$ cat src/rtl/irqm_pkg.sv
package irqm_pkg;
    localparam int unsigned RING_IDX_W = 16;

    typedef enum logic [1:0] {
        OP_W1C  = 2'd0,
        OP_MSET = 2'd1,
        OP_MCLR = 2'd2,
        OP_NONE = 2'd3
    } reg_op_e;
endpackage

$ cat src/rtl/irqm_ring.sv
module irqm_ring #(
    parameter int unsigned IDX_W    = 16,
    parameter int unsigned THR_W    = 8,
    parameter int unsigned TMO_W    = 8,
    parameter int unsigned TICK_CYC = 1024
) (
    input  logic             clk,
    input  logic             rst_n,
    input  logic             evt_i,
    input  logic             cons_wr_i,
    input  logic [IDX_W-1:0] cons_i,
    input  logic [THR_W-1:0] thr_i,
    input  logic [TMO_W-1:0] tmo_i,
    output logic             fire_o,
    output logic [IDX_W-1:0] prod_o,
    output logic [IDX_W-1:0] pend_o
);
    localparam int unsigned PRE_W = (TICK_CYC > 2) ? $clog2(TICK_CYC) : 1;

    typedef struct packed {
        logic [IDX_W-1:0] prod;
        logic [IDX_W-1:0] cons;
        logic             hit;
        logic             run;
        logic [PRE_W-1:0] pre;
        logic [TMO_W-1:0] tmr;
    } ring_s;

    ring_s s_d, s_q;
    logic [IDX_W-1:0] pend_q, pend_d;
    logic [THR_W-1:0] thr_eff;
    logic             cnt_fire, tmr_fire, start;

    always_comb begin
        s_d      = s_q;
        tmr_fire = 1'b0;
        if (evt_i)     s_d.prod = s_q.prod + 1'b1;
        if (cons_wr_i) s_d.cons = cons_i;
        pend_q   = s_q.prod - s_q.cons;
        pend_d   = s_d.prod - s_d.cons;
        thr_eff  = (thr_i == '0) ? THR_W'(1) : thr_i;
        s_d.hit  = (pend_d >= IDX_W'(thr_eff));
        cnt_fire = s_d.hit && (!s_q.hit || cons_wr_i);
        start    = cons_wr_i || (evt_i && (pend_q == '0));
        if (start) begin
            s_d.run = (pend_d != '0);
            s_d.pre = '0;
            s_d.tmr = '0;
        end else if (s_q.run) begin
            if (pend_d == '0) begin
                s_d.run = 1'b0;
            end else if (s_q.pre == PRE_W'(TICK_CYC - 1)) begin
                s_d.pre = '0;
                s_d.tmr = s_q.tmr + 1'b1;
                if ((tmo_i != '0) && (TMO_W'(s_q.tmr + 1'b1) == tmo_i)) begin
                    tmr_fire = 1'b1;
                    s_d.run  = 1'b0;
                end
            end else begin
                s_d.pre = s_q.pre + 1'b1;
            end
        end
        if (cnt_fire) s_d.run = 1'b0;
    end

    always_ff @(posedge clk) begin
        if (!rst_n) s_q <= '0;
        else        s_q <= s_d;
    end

    assign fire_o = cnt_fire | tmr_fire;
    assign prod_o = s_q.prod;
    assign pend_o = pend_q;

    // producer moves by exactly one per completion
    a_r1_prod_step: assert property (@(posedge clk) disable iff (!rst_n)
        evt_i |=> (prod_o == IDX_W'($past(prod_o) + 1'b1)));

    // the completion that brings the count to the threshold raises an event
    a_r3_reach_fires: assert property (@(posedge clk) disable iff (!rst_n)
        (evt_i && !cons_wr_i && (pend_o == IDX_W'(thr_eff) - 1'b1)) |-> fire_o);

    // an empty ring with no activity stays quiet
    a_r7_idle_quiet: assert property (@(posedge clk) disable iff (!rst_n)
        ((pend_o == '0) && !evt_i && !cons_wr_i) |-> !fire_o);
endmodule

$ cat src/rtl/irqm_status.sv
module irqm_status #(
    parameter int unsigned NSRC = 2
) (
    input  logic            clk,
    input  logic            rst_n,
    input  logic [NSRC-1:0] fire_i,
    input  logic            wr_i,
    input  logic [1:0]      op_i,
    input  logic [NSRC-1:0] data_i,
    output logic [NSRC-1:0] status_o,
    output logic [NSRC-1:0] mask_o,
    output logic            irq_o
);
    import irqm_pkg::*;

    typedef struct packed {
        logic [NSRC-1:0] status;
        logic [NSRC-1:0] mask;
    } st_s;

    st_s             s_d, s_q;
    reg_op_e         op;
    logic [NSRC-1:0] clr;

    always_comb begin
        s_d = s_q;
        op  = reg_op_e'(op_i);
        clr = '0;
        if (wr_i) begin
            case (op)
                OP_W1C:  clr = data_i;
                OP_MSET: s_d.mask = s_q.mask | data_i;
                OP_MCLR: s_d.mask = s_q.mask & ~data_i;
                default: ;
            endcase
        end
        s_d.status = (s_q.status & ~clr) | fire_i;
    end

    always_ff @(posedge clk) begin
        if (!rst_n) begin
            s_q.status <= '0;
            s_q.mask   <= '1;
        end else begin
            s_q <= s_d;
        end
    end

    assign status_o = s_q.status;
    assign mask_o   = s_q.mask;
    assign irq_o    = |(s_q.status & ~s_q.mask);

    for (genvar b = 0; b < NSRC; b++) begin : g_chk
        // a coincident event beats the clear
        a_r8_event_wins: assert property (@(posedge clk) disable iff (!rst_n)
            (wr_i && (op_i == 2'd0) && data_i[b] && fire_i[b]) |=> status_o[b]);
        // a clear with no event empties the bit
        a_r8_clear: assert property (@(posedge clk) disable iff (!rst_n)
            (wr_i && (op_i == 2'd0) && data_i[b] && !fire_i[b]) |=> !status_o[b]);
        // mask set and clear operations
        a_r9_mask_set: assert property (@(posedge clk) disable iff (!rst_n)
            (wr_i && (op_i == 2'd1) && data_i[b]) |=> mask_o[b]);
        a_r9_mask_clr: assert property (@(posedge clk) disable iff (!rst_n)
            (wr_i && (op_i == 2'd2) && data_i[b]) |=> !mask_o[b]);
    end
endmodule

$ cat src/rtl/dma_irq_moderator.sv
module dma_irq_moderator #(
    parameter int unsigned NSRC     = 2,
    parameter int unsigned THR_W    = 8,
    parameter int unsigned TMO_W    = 8,
    parameter int unsigned TICK_CYC = 1024
) (
    input  logic                                  clk,
    input  logic                                  rst_n,
    input  logic [NSRC-1:0]                       cmpl_evt,
    input  logic [NSRC-1:0]                       cons_wr,
    input  logic [NSRC-1:0][irqm_pkg::RING_IDX_W-1:0] cons_idx,
    input  logic [NSRC-1:0][THR_W-1:0]            cnt_thr,
    input  logic [NSRC-1:0][TMO_W-1:0]            tmo_ticks,
    input  logic                                  reg_wr,
    input  logic [1:0]                            reg_op,
    input  logic [NSRC-1:0]                       reg_data,
    output logic                                  irq,
    output logic [NSRC-1:0]                       irq_status,
    output logic [NSRC-1:0]                       irq_mask,
    output logic [NSRC-1:0][irqm_pkg::RING_IDX_W-1:0] prod_idx,
    output logic [NSRC-1:0][irqm_pkg::RING_IDX_W-1:0] pending
);
    localparam int unsigned IDX_W = irqm_pkg::RING_IDX_W;

    logic [NSRC-1:0] fire;

    for (genvar g = 0; g < NSRC; g++) begin : g_ring
        irqm_ring #(
            .IDX_W    (IDX_W),
            .THR_W    (THR_W),
            .TMO_W    (TMO_W),
            .TICK_CYC (TICK_CYC)
        ) u_ring (
            .clk       (clk),
            .rst_n     (rst_n),
            .evt_i     (cmpl_evt[g]),
            .cons_wr_i (cons_wr[g]),
            .cons_i    (cons_idx[g]),
            .thr_i     (cnt_thr[g]),
            .tmo_i     (tmo_ticks[g]),
            .fire_o    (fire[g]),
            .prod_o    (prod_idx[g]),
            .pend_o    (pending[g])
        );
    end

    irqm_status #(.NSRC(NSRC)) u_status (
        .clk      (clk),
        .rst_n    (rst_n),
        .fire_i   (fire),
        .wr_i     (reg_wr),
        .op_i     (reg_op),
        .data_i   (reg_data),
        .status_o (irq_status),
        .mask_o   (irq_mask),
        .irq_o    (irq)
    );
endmodule

$ cat config.mk
export PLATFORM = sky130hd
export DESIGN_NAME = dma_irq_moderator
export DESIGN_NICKNAME = d
export VERILOG_FILES = /design/src/rtl/irqm_pkg.sv /design/src/rtl/irqm_ring.sv /design/src/rtl/irqm_status.sv /design/src/rtl/dma_irq_moderator.sv
export SDC_FILE = /design/constraint.sdc
export NUM_CORES = 1
export LEC_CHECK = 0
export BUFFER_PORTS_ARGS = -buffer_cell sky130_fd_sc_hd__buf_2
export CAP_MARGIN = 25
export CORE_ASPECT_RATIO = 0.9
export CORE_MARGIN = 5
export CORE_UTILIZATION = 30
export DETAILED_ROUTE_END_ITERATION = 10
export HOLD_SLACK_MARGIN = 0.06
export PLACE_DENSITY_LB_ADDON = 0.3
export SLEW_MARGIN = 10
export SYNTH_ARGS = -nofsm -noshare
export SYNTH_HDL_FRONTEND = slang
export SYNTH_SLANG_ARGS = --single-unit
$ cat constraint.sdc
create_clock -name clk -period 5.35 [get_ports clk]
set_clock_uncertainty 0.1 [all_clocks]
set_input_delay 0.8025 -clock clk [delete_from_list [all_inputs] [get_ports clk]]
set_output_delay 0.8025 -clock clk [all_outputs]
set_load 0.02 [all_outputs]
== Word-level counts from Yosys, hierarchy flattened ==
Index checks and enable logic that the tools add are counted.
Word-level totals
  register bits after elaboration: 108
  logic and storage cells: 114
Cells by class
  reductions and logical operators: 34
  order comparisons: 2
  mux-type cells: 35
  add/subtract/negate cells: 10
  bitwise gates (word level): 13
  equal/unequal tests: 6
Operators by type and width (number)
  $mux 19: 4
  $logic_not 16->1: 4
  $mux 16: 4
  $sub 16x16->16: 4
  $mux 18: 2
  $add 16x1->16 const B: 2
  $ge 16x8->1: 2
  $mux 8: 4
  $reduce_bool 16->1: 2
  $add 10x1->10 const B: 2
  $eq 10x10->1 const B: 2
  $mux 10: 2
  $add 8x1->8 const B: 2
  $eq 8x8->1: 2
  $logic_not 8->1: 2
  $mux 1: 16
  $reduce_bool 8->1: 2
  $reduce_or 2->1: 5
  $and 2x2->2: 3
  $logic_and 1x1->1: 6
  $not 2->2: 3
  $reduce_and 2->1: 3
  $reduce_and 3->1: 2
  $logic_or 1x1->1: 4
  other kinds (10): 16

== Logic depth before layout (Yosys ltp) ==
Gate-level depths: netlist of run 1.
  depth after elaboration: 10
  depth in mapped cells: 19

== Cells and area by module ==
A second synthesis of run 1 with hierarchy kept.
Unflattened totals
  cells, all modules: 1167
  area, all modules: 9587.9 µm²
By module, submodules not included
  irqm_ring (g_ring[0].u_ring): area an instance 4797.1 µm², times used 1, cells each 578, seq. area each 1041.0 µm²
  irqm_ring (g_ring[1].u_ring): area an instance 4583.1 µm², times used 1, cells each 566, seq. area each 1041.0 µm²
  irqm_status: area an instance 207.7 µm², times used 1, cells each 23, seq. area each 80.1 µm²

== Worst setup path before layout of run 1 ==
Ideal clock, no wire load.
  path type: input port to flip-flop
  start: input cons_wr[0]
  end: register g_ring[0].u_ring.s_q[0] (netlist name)
  stages on the path: 17
  arrival time: 4673 ps
  setup time: 128 ps
  required time: 5122 ps
  path slack: 449 ps
  path buffers: 4
  cells stage by stage: buf_4 buf_1 mux2_2 ha_1 fa_1 xnor2_1 xnor2_1 or2_0 or4bb_1 a2111o_1 a2111oi_0 and4bb_1 buf_4 buf_4 nor2_1 xnor2_1 nor2_1
RTL lines
  start, declared: line dma_irq_moderator.sv:10  | input logic [NSRC-1:0] cons_wr,
  end signal, assigned: line irqm_ring.sv:67  | if (!rst_n) s_q <= '0;
  end signal, assigned: line irqm_ring.sv:68  | else s_q <= s_d;
  end, declared: line irqm_ring.sv:29  | ring_s s_d, s_q;

== Final worst setup path of run 1 ==
  start: register g_ring[1].u_ring.s_q (netlist bit g_ring[1].u_ring.prod_o[1])
  end: register g_ring[1].u_ring.s_q[13] (netlist name)
Between the ends
  cells in the longest elaborated chain, start to end: 6
Ends and longest elaborated chain
  start, declared: line irqm_ring.sv:29
  start signal, assigned: line irqm_ring.sv:67
  start signal, assigned: line irqm_ring.sv:68
  $add 16x1->16: line irqm_ring.sv:37  | if (evt_i) s_d.prod = s_q.prod + 1'b1;
  $mux 16: line irqm_ring.sv:37
  $sub 16x16->16: line irqm_ring.sv:40  | pend_d = s_d.prod - s_d.cons;
  $logic_not 16->1: line irqm_ring.sv:50  | if (pend_d == '0) begin
  $not 1->1 (no line)
  $reduce_and 2->1 (no line)
Several ways; a longest one is shown, not always the timed one.
A chain may end at the register's enable or synchronous reset.

==> flow_metrics.py, run 1 <==
metrics = {
    "run_status": {
        "outcome": "finished, final reports clean",
    },
    "yosys": {
        "synth_top_cells_by_area": "dfxtp_1 23%, ha_1 11%, xnor2_1 6.9%",
        "synth_compound_area_share_pct": 17.8,
        "syn-num-nets": 1317,
        "synth_edf_count": 0,
        "synthFlopType": "dfxtp_1",
        "netlist_area_sq_mm": 0.00939,
        "synthXorXnorAreaFrac_pct": 11.8,
        "synthAdderAreaFrac_pct": 11.9,
        "yosysSeqAreaShare_pct": 23.0,
        "synth_common_cells": "108 x dfxtp_1, 108 x nor2_1, 85 x inv_1",
        "synth.area.mux_share_pct": 4.29,
        "yosys.area.top_type": "dfxtp_1",
        "postSynthAreaPerCell_sq_um": 8.12,
        "ys_warn_count": 0,
        "ys_types": 82,
        "synth_top_cell_area_share_pct": 23.0,
        "synth_top_family_by_area": "simple AND/OR/NAND/NOR gates",
        "async_flop_share_pct": 0,
        "ys_ff_latch": 108,
        "synth-simple-area-share_pct": 23.7,
        "synth_cells": 1156,
    },
    "placed_design": {
        "dp_hpwl_um": 20300,
        "place_ws_ps": 293,
        "portBuffers": 143,
        "placed_area_sq_mm": 0.0103,
        "gp_congestion": 0.871,
    },
    "finish": {
        "utilization_pct": 34.3,
        "design_area_sq_mm": 0.0106,
        "syn_to_final_growth_pct": 12.8,
        "n_antenna_cell": 0,
        "drive_gt1_share_pct": 14.8,
        "fin_nets": 1422,
    },
    "setup_path": {
        "slowest_stage": "dfxtp_1",
        "cpPeakStageDelay_ps": 510,
        "crit_path_max_fanout": 24,
        "endpoint_kind": "flop",
        "crit_type": "flop to flop",
        "worst-r2r-setup-slack_ps": 650,
        "crit_required_ps": 5540,
        "reg2reg_depth": 15,
        "timing.rr.start": "g_ring[1].u_ring.prod_o[1]",
        "crit_path_start_kind": "flop",
        "crit_chain": "ha_1 > and4_1 > xor2_1 > ha_1 > nor2b_1 > or4b_1 > o311ai_0 > a2111oi_1 > o41ai_2 > nand3_1 > a31o_2 > or3_1 > o21ai_4 > o21ai_1 > a21oi_1",
        "crit_arrival_ps": 4890,
        "timing.rr.end": "g_ring[1].u_ring.s_q[13]",
        "cp_num_buf_inv": 0,
        "critPathTopFamily": "compound AO/OA/AOI/OAI gates",
        "crit_path_frequent_cell": "ha_1",
    },
    "pwr": {
        "p_sw_share_pct": 34.0,
        "pwr-share-comb_pct": 30.5,
        "pwr-share-seq_pct": 38.9,
        "p_switching_uw": 737,
        "p_int_uw": 1430,
        "p_leak_uw": 0.00478,
        "vdd_drop_max_uv": 133,
        "p_per_area_mw_per_mm2": 204,
        "p_clk_share_pct": 30.6,
    },
    "global_routing": {
        "grt_first_pass_wirelength_um": 40200,
        "gr-total-overflow": 0,
        "grt_pass1_vias": 8162,
        "grt_start_max_net_pins": 32,
        "grt_usage_pct": 13.9,
        "antenna_found_initial": 0,
    },
    "clocking": {
        "cts_resized": 0,
        "cts_num_sinks": 108,
        "clock_latency_ps": 350,
        "cts_setup_buffers": 0,
        "cts_root_buf": "clkbuf_16",
        "cts-buffers-inserted": 9,
        "cts_buffer_depth": 2,
        "cts_tree": "built",
        "clk_pin_slew_worst_paths_ps": 80,
        "cts_max_level": 3,
        "cts_hold_buf": 0,
    },
    "floorplanning": {
        "io_pins": 144,
        "die_w_um": 197,
        "die_y_um": 178,
        "dieArea_sq_mm": 0.0349,
        "start_util_pct": 30.4,
        "core_area_sq_mm": 0.0309,
        "rows": 61,
    },
    "sta": {
        "layout_min_cycle_time_ps": 4700,
        "fin_ws_ps": 654,
        "maxSlewViolCount": 0,
        "max_slew.worst_pin.slew_ps": 697,
        "period_share_pct": 87.8,
        "hold-worst-slack_ps": 384,
        "setup_viol": 0,
        "fmaxAchievable_mhz": 213,
        "hold_viol": 0,
        "rsz0062_at_grt": "false",
        "slew_headroom_pct": 53.6,
        "tns_ps": 0,
    },
    "route": {
        "dr_total_vias": 8454,
        "drc": 0,
        "post_drt_via_cell_ratio": 5.05,
        "wl_um": 24900,
        "wl_per_cell_um": 14.9,
        "drtAntennaViolNets": 0,
        "first_pass_iters": 5,
        "drt_iter0_markers": 510,
    },
    "min_path": {
        "hold_depth": 2,
        "hold_end": "g_ring[0].u_ring.s_q[9]",
        "hold_class": "flop to flop",
        "worstHoldStart": "g_ring[0].u_ring.s_q[9]",
    },
    "job": {
        "drv_cap": 0,
    },
}
==> routing by layer <==
metal  part of all wire (%)  vias up  GRT usage (%)
li1                       -     4325              -
met1                     47     3942           18.1
met2                     47      161           23.9
met3                    3.5       26           1.97
met4                    1.9        0           4.22
met5                      0        -              0
==> state kept, by name, indices dropped and copies added, names as in the netlist, named ones only <==
name	flops
g_ring.u_ring.s_q	72
u_status.status_o	2
g_ring.u_ring.prod_o	30
==> cell type report <==
cell class,count,area (sq um)
Fill cell,3288,20300
Multi-Input combinational cell,904,6530
Sequential cell,108,2160
Timing Repair Buffer,151,776
Tap cell,409,512
Inverter,87,327
Clock buffer,10,229
Clock inverter,6,60.1
==> power groups by stage <==
stage	Clock, uW	Sequential [uW]	Combinational, uW
global placement	0	862	654
floorplan	0	858	478
finish	662	843	659
CTS	688	843	666
global route	715	847	737
detailed placement	0	862	662
==> cell usage in the layout (no fill, tap or decap), drive strengths merged, types with 22 or more instances in the layout <==
master	count
buf	151
mux2i	35
xor2	31
and3	22
inv	87
xnor2	74
and2	35
nor3	28
nor2	108
dfxtp	108
nand2	56
a21oi	63
o21ai	44
nand3	38
ha	82
==> worst max-delay path by stage <==
stage,startpoint,end,slack (ps),depth (start not counted)
2_1_floorplan,cons_wr[0],g_ring[0].u_ring.s_q[0],450,17
3_3_place_gp,cmpl_evt[0],g_ring[0].u_ring.s_q[0],410,16
3_5_place_dp,cons_wr[0],g_ring[0].u_ring.s_q[0],290,16
4_1_cts,g_ring[1].u_ring.prod_o[1],g_ring[1].u_ring.s_q[8],630,15
5_1_grt,g_ring[1].u_ring.prod_o[1],g_ring[1].u_ring.s_q[15],180,15
6_report,g_ring[1].u_ring.prod_o[1],g_ring[1].u_ring.s_q[13],650,15
==> per-stage QoR <==
| step | power [uW] | instances |
|---|---|---|
| 5_1_grt | 2300 | 1675 |
| 4_1_cts | 2200 | 1675 |
| 2_1_floorplan | 1340 | 1156 |
| 3_5_place_dp | 1520 | 1659 |
| 6_report | 2160 | 1675 |
| 3_3_place_gp | 1520 | 1659 |
==> worst reg2reg max path, cell delays in order, from the launching register on <==
cell,delay [ps]
dfxtp_1,510
ha_1,270
and4_1,260
xor2_1,190
ha_1,240
nor2b_1,200
or4b_1,440
o311ai_0,140
a2111oi_1,170
o41ai_2,480
nand3_1,130
a31o_2,220
or3_1,450
o21ai_4,490
o21ai_1,210
a21oi_1,150
==> cells by family after synthesis <==
kind of cell,count (synthesis)
adder cells (fa/ha/maj),87
buffers and inverters,144
flip-flops,108
AND/OR/NAND/NOR,421
AO/OA/AOI/OAI,244
multiplexers,39
XOR/XNOR,113
(Power assumes the default switching activity.)
==> run 2, diff against run 1 <==
==> constraint.sdc (replaced) <==
create_clock -name clk -period 5.35 [get_ports clk]
set_clock_uncertainty 0.1 [all_clocks]
set_input_delay 0.535 -clock clk [delete_from_list [all_inputs] [get_ports clk]]
set_output_delay 0.535 -clock clk [all_outputs]
set_load 0.02 [all_outputs]
==> flow_metrics.py, run 2 (synthesis results as in run 1) <==
metrics = {
    "min_path": {
        "hold_class": "input port to flop",
    },
    "clocking": {
        "clock_latency_ps": 350,
        "cts-buffers-inserted": 9,
        "cts_num_sinks": 108,
        "cts_tree": "built",
        "cts_max_level": 3,
        "cts_hold_buf": 0,
        "cts_setup_buffers": 0,
        "cts_resized": 0,
        "clk_pin_slew_worst_paths_ps": 70,
        "cts_buffer_depth": 2,
        "cts_root_buf": "clkbuf_16",
    },
    "sta": {
        "rsz0062_at_grt": "false",
        "layout_min_cycle_time_ps": 4760,
        "period_share_pct": 89.1,
        "slew_headroom_pct": 42.7,
        "max_slew.worst_pin.slew_ps": 854,
        "tns_ps": 0,
        "maxSlewViolCount": 0,
        "fmaxAchievable_mhz": 210,
        "setup_viol": 0,
        "hold_viol": 0,
    },
    "route": {
        "drtAntennaViolNets": 0,
        "first_pass_iters": 5,
        "post_drt_via_cell_ratio": 5.01,
        "wl_um": 25200,
        "drt_iter0_markers": 344,
        "wl_per_cell_um": 15.0,
        "drc": 0,
        "dr_total_vias": 8392,
    },
    "setup_path": {
        "crit_path_max_fanout": 24,
        "slowest_stage": "o21ai_4",
        "crit_arrival_ps": 4870,
        "crit_path_start_kind": "flop",
        "crit_chain": "ha_1 > and4_1 > xor2_1 > ha_1 > nor2b_1 > or4b_1 > o311ai_0 > a2111oi_1 > o41ai_2 > nand3_1 > a31o_2 > or3_1 > o21ai_4 > or3_1 > o21ai_0",
        "crit_type": "flop to flop",
        "crit_required_ps": 5450,
        "endpoint_kind": "flop",
        "cpPeakStageDelay_ps": 510,
    },
    "finish": {
        "final_common_cell": "buf_2",
        "syn_to_final_growth_pct": 13.3,
        "fin_nets": 1421,
        "drive_gt1_share_pct": 14.9,
        "final_cell_mix": "143 x buf_2, 108 x nor2_1, 108 x dfxtp_1",
        "multiInputGateArea_sq_mm": 0.00653,
        "fin_cells": 1674,
        "largest_register": "g_ring.u_ring.s_q",
        "regArea_sq_mm": 0.00216,
        "largest_reg_flops": 72,
        "n_antenna_cell": 0,
        "fillers": 3328,
        "utilization_pct": 34.4,
    },
    "pwr": {
        "p_per_area_mw_per_mm2": 215,
        "vdd_drop_max_uv": 139,
        "p_leak_uw": 0.00481,
    },
    "placed_design": {
        "gp_congestion": 0.945,
        "placedCellCount": 1658,
        "portBuffers": 143,
        "dp_hpwl_um": 20400,
    },
    "job": {
        "drv_cap": 0,
    },
    "global_routing": {
        "antenna_found_initial": 0,
        "grt_usage_pct": 14.0,
        "grt_pass1_vias": 8069,
        "grt_start_max_net_pins": 32,
        "gr-total-overflow": 0,
        "grt_first_pass_wirelength_um": 40500,
    },
    "floorplanning": {
        "die_w_um": 197,
        "core_area_sq_mm": 0.0309,
        "rows": 61,
        "io_pins": 144,
        "start_util_pct": 30.4,
        "dieArea_sq_mm": 0.0349,
        "die_y_um": 178,
    },
    "run_status": {
        "outcome": "finished, final reports clean",
    },
}
[run 2: changes by cell type in the layout (fill, tap and decap cells not counted)]
cell	previous run	this run
clkinv_2	0	1
bufinv_16	0	3
clkinv_4	4	0
inv_6	1	2
clkinvlp_4	0	1
buf_4	8	7
clkbuf_1	1	0
clkinv_8	1	0
[run 2: cell type report]
cell class | instances | share of cell area, %
Clock inverter | 7 | 1.13
Sequential cell | 108 | 20.3
Multi-Input combinational cell | 904 | 61.3
Tap cell | 409 | 4.81
Timing Repair Buffer | 150 | 7.22
Inverter | 87 | 3.07
Clock buffer | 9 | 2.12
[run 2: stage by stage]
| step | total power [uW] | instance area [sq um] | worst slack, ps | hold WS (ps) |
|---|---|---|---|---|
| final | 2290 | 10600 | 586 | 371 |
| after global routing | 2430 | 10600 | 81.2 | 384 |
| after CTS | 2330 | 10600 | 584 | 354 |
| after detailed placement | 1530 | 10300 | 486 | 367 |
| after global placement | 1520 | 10300 | 559 | 359 |
| after floorplan | 1340 | 9390 | 717 | 344 |
[run 2: report_power, final]
group / internal, uW / switching [uW]
combinational: 276 / 384
clock: 461 / 326
sequential: 824 / 17.5
[run 2: path summary, 6_finish.rpt]
kind                                                  from                       end  slack (ps)  depth (start not counted)
worst min-delay path                           cons_idx[8]  g_ring[0].u_ring.s_q[28]         370                          3
worst min register to register     g_ring[0].u_ring.s_q[9]   g_ring[0].u_ring.s_q[9]         370                          2
worst max-delay path            g_ring[1].u_ring.prod_o[1]      u_status.status_o[1]         590                         15
worst max register to register  g_ring[1].u_ring.prod_o[1]      u_status.status_o[1]         590                         15
[run 2: metal layers]
layer	part of all wire [%]	global-route usage, %	vias to the layer above
met3	3.5	2.05	21
met4	1.4	3.17	0
met2	49	25.4	149
met5	0	0	-
met1	47	17.7	3901
li1	-	-	4321
[run 2: critical path, delay by kind of cell (launching register included)]
| kind | cells | cell delay [ps] |
|---|---|---|
| adder cells (fa/ha/maj) | 2 | 490 |
| XOR/XNOR | 1 | 200 |
| AND/OR/NAND/NOR | 6 | 1670 |
| AO/OA/AOI/OAI | 6 | 1650 |
| flip-flops | 1 | 490 |
==> run 3, diff against run 2 <==
--- a/config.mk
+++ b/config.mk
@@ -10,10 +10,12 @@
 export CORE_ASPECT_RATIO = 0.9
 export CORE_MARGIN = 5
 export CORE_UTILIZATION = 30
+export CTS_CLUSTER_DIAMETER = 30
 export DETAILED_ROUTE_END_ITERATION = 10
 export HOLD_SLACK_MARGIN = 0.06
 export PLACE_DENSITY_LB_ADDON = 0.3
 export SLEW_MARGIN = 10
 export SYNTH_ARGS = -nofsm -noshare
 export SYNTH_HDL_FRONTEND = slang
+export SYNTH_HIERARCHICAL = 1
 export SYNTH_SLANG_ARGS = --single-unit
==> flow_metrics.py, run 3 <==
metrics = {
    "route": {
        "drc": 0,
        "wl_per_cell_um": 15.5,
        "dr_total_vias": 8530,
        "route.met2.wl_um": 11800,
        "wl_met3_um": 1090,
        "drt_iter0_markers": 371,
        "wl_um": 26200,
        "post_drt_via_cell_ratio": 5.06,
        "top_layer": "met4",
        "drt-met1-wl_um": 12900,
        "drtAntennaViolNets": 0,
        "first_pass_iters": 5,
    },
    "clocking": {
        "cts_root_buf": "clkbuf_16",
        "cts_tree": "built",
        "cts_resized": 0,
        "cts_num_sinks": 108,
        "cts_buffer_depth": 2,
        "cts_setup_buffers": 0,
        "clk_pin_slew_worst_paths_ps": 80,
        "cts_hold_buf": 0,
        "cts_max_level": 3,
        "clock_latency_ps": 360,
        "cts-buffers-inserted": 9,
    },
    "sta": {
        "hold_viol": 0,
        "fmaxAchievable_mhz": 214,
        "period_share_pct": 87.2,
        "tns_ps": 0,
        "setup_viol": 0,
        "rsz0062_at_grt": "false",
        "layout_min_cycle_time_ps": 4660,
        "slew_headroom_pct": 39.7,
        "max_slew.worst_pin.slew_ps": 903,
        "maxSlewViolCount": 0,
    },
    "pwr": {
        "p_leak_uw": 0.00467,
        "p_per_area_mw_per_mm2": 203,
        "p_int_uw": 1430,
        "pwr-share-comb_pct": 30.5,
        "p_switching_uw": 752,
        "p_clk_share_pct": 30.9,
        "p_sw_share_pct": 34.5,
        "pwr-share-seq_pct": 38.6,
        "p_total_uw": 2180,
        "vdd_drop_max_uv": 144,
    },
    "yosys": {
        "synth_cells": 1167,
        "async_flop_share_pct": 0,
        "netlist_area_sq_mm": 0.00959,
        "yosysMostFrequentCell": "dfxtp_1",
        "yosysSeqAreaShare_pct": 22.5,
        "synth_common_cells": "108 x dfxtp_1, 90 x inv_1, 84 x ha_1",
        "ys_ff_latch": 108,
        "yosys.area.top_type": "dfxtp_1",
        "postSynthAreaPerCell_sq_um": 8.22,
        "synth_edf_count": 0,
        "synth_top_cell_area_share_pct": 22.5,
        "ys_warn_count": 6,
        "synthFlopType": "dfxtp_1",
        "synth_top_cells_by_area": "dfxtp_1 23%, ha_1 11%, xnor2_1 6.1%",
        "ys_types": 95,
        "syn-num-nets": 1330,
    },
    "finish": {
        "largest_register": "g_ring.u_ring/s_q",
        "largest_reg_flops": 72,
        "fin_nets": 1427,
        "final_cell_mix": "143 x buf_2, 108 x dfxtp_1, 90 x inv_1",
        "final_common_cell": "buf_2",
        "fin_cells": 1687,
        "syn_to_final_growth_pct": 11.9,
        "drive_gt1_share_pct": 16.7,
        "utilization_pct": 33.8,
        "fillers": 3395,
    },
    "floorplanning": {
        "die_w_um": 198,
        "dieArea_sq_mm": 0.0356,
        "io_pins": 144,
        "rows": 62,
        "core_area_sq_mm": 0.0317,
        "start_util_pct": 30.2,
        "die_y_um": 180,
    },
    "placed_design": {
        "gp_congestion": 0.852,
        "placedCellCount": 1669,
        "portBuffers": 143,
        "dp_hpwl_um": 21200,
    },
    "setup_path": {
        "cp_num_buf_inv": 0,
        "reg2reg_depth": 16,
        "crit_path_start_kind": "flop",
        "crit_required_ps": 5480,
        "cpPeakStageDelay_ps": 570,
        "critPathTopFamily": "simple AND/OR/NAND/NOR gates",
        "slowest_stage": "or4_4",
        "crit_type": "flop to flop",
        "worst-path-stages": 16,
        "crit_path_max_fanout": 9,
        "endpoint_kind": "flop",
        "crit_arrival_ps": 4790,
        "crit_chain": "nand4_1 > nor2_1 > and4_1 > nand2_1 > xnor2_1 > ha_1 > nand3_1 > or3_1 > o31a_1 > a311o_1 > or4_4 > nor4_2 > a21oi_1 > or2_1 > o21ai_0 > a41oi_1",
    },
    "global_routing": {
        "grt_pass1_vias": 8355,
        "grt_start_max_net_pins": 57,
        "grt_usage_pct": 14.6,
        "grt_first_pass_wirelength_um": 43700,
        "antenna_found_initial": 2,
        "gr-total-overflow": 0,
    },
    "run_status": {
        "outcome": "finished, final reports clean",
    },
    "min_path": {
        "hold_depth": 2,
        "hold_class": "input port to flop",
    },
    "job": {
        "drv_cap": 0,
    },
}
[run 3: changes by cell type in the layout (fill, tap and decap cells not counted), sizes merged, moves of 9 or more]
cell | before | now
and2 | 35 | 44
a21oi | 63 | 79
o21ai | 44 | 60
and4 | 3 | 12
nor2b | 16 | 38
nor2 | 108 | 60
or4 | 17 | 7
[run 3: final timing paths]
kind                                   start                      end  slack, ps
hold reg to reg      g_ring[1].u_ring/s_q[9]  g_ring[1].u_ring/s_q[9]        380
hold / removal                   reg_data[0]     u_status/status_o[0]        340
setup reg to reg  g_ring[0].u_ring/prod_o[2]     u_status/status_o[0]        690
setup / recovery  g_ring[0].u_ring/prod_o[2]     u_status/status_o[0]        690
[run 3: worst reg2reg max path, delay by kind of cell (launching register included)]
family | cells | cell delay [ps]
adders and majority gates | 1 | 430
AOI/OAI and AO/OA | 5 | 890
xor gates and xnor gates | 1 | 150
and+or+nand+nor | 9 | 2510
DFF | 1 | 470
[run 3: cells by family (layout without fill, tap and decap cells)]
group | Yosys count | in the layout | share of synthesized area [%]
mux | 42 | 42 | 4.42
xor+xnor | 96 | 96 | 8.77
buf+inv | 154 | 256 | 8.12
other cells | 0 | 2 | 0
flops | 108 | 108 | 22.5
simple gates | 407 | 407 | 24.3
fa+ha+maj | 88 | 88 | 11.8
compound gates | 272 | 272 | 20.0
[run 3: per-layer routing]
| layer | up-vias | track usage [%] |
|---|---|---|
| met3 | 21 | 2.58 |
| li1 | 4387 | - |
| met5 | - | 0 |
| met2 | 148 | 23.3 |
| met1 | 3974 | 20.5 |
| met4 | 0 | 3.28 |
[run 3: layout make-up]
cell class	instances	area [sq um]	share of cell area, %
Timing Repair Buffer	149	761	7.09
Tap cell	416	520	4.85
Inverter	91	342	3.18
Antenna cell	2	5.00	0.0466
Sequential cell	108	2160	20.1
Multi-Input combinational cell	905	6650	61.9
Clock buffer	10	239	2.23
Clock inverter	6	55.1	0.513
[run 3: through the flow]
stage,instance area [sq um],setup slack (ps),hold WS [ps]
3_3_place_gp,10400,576,361
4_1_cts,10700,718,317
2_1_floorplan,9590,824,350
3_5_place_dp,10400,492,372
5_1_grt,10700,338,357
6_report,10700,687,339
[run 3: power groups by stage]
| stage | clock, uW | combinational [uW] | sequential, uW |
|---|---|---|---|
| 3_5_place_dp | 0 | 665 | 859 |
| 5_1_grt | 735 | 745 | 844 |
| 6_report | 673 | 666 | 841 |
| 2_1_floorplan | 0 | 481 | 856 |
| 4_1_cts | 705 | 670 | 841 |
| 3_3_place_gp | 0 | 660 | 859 |
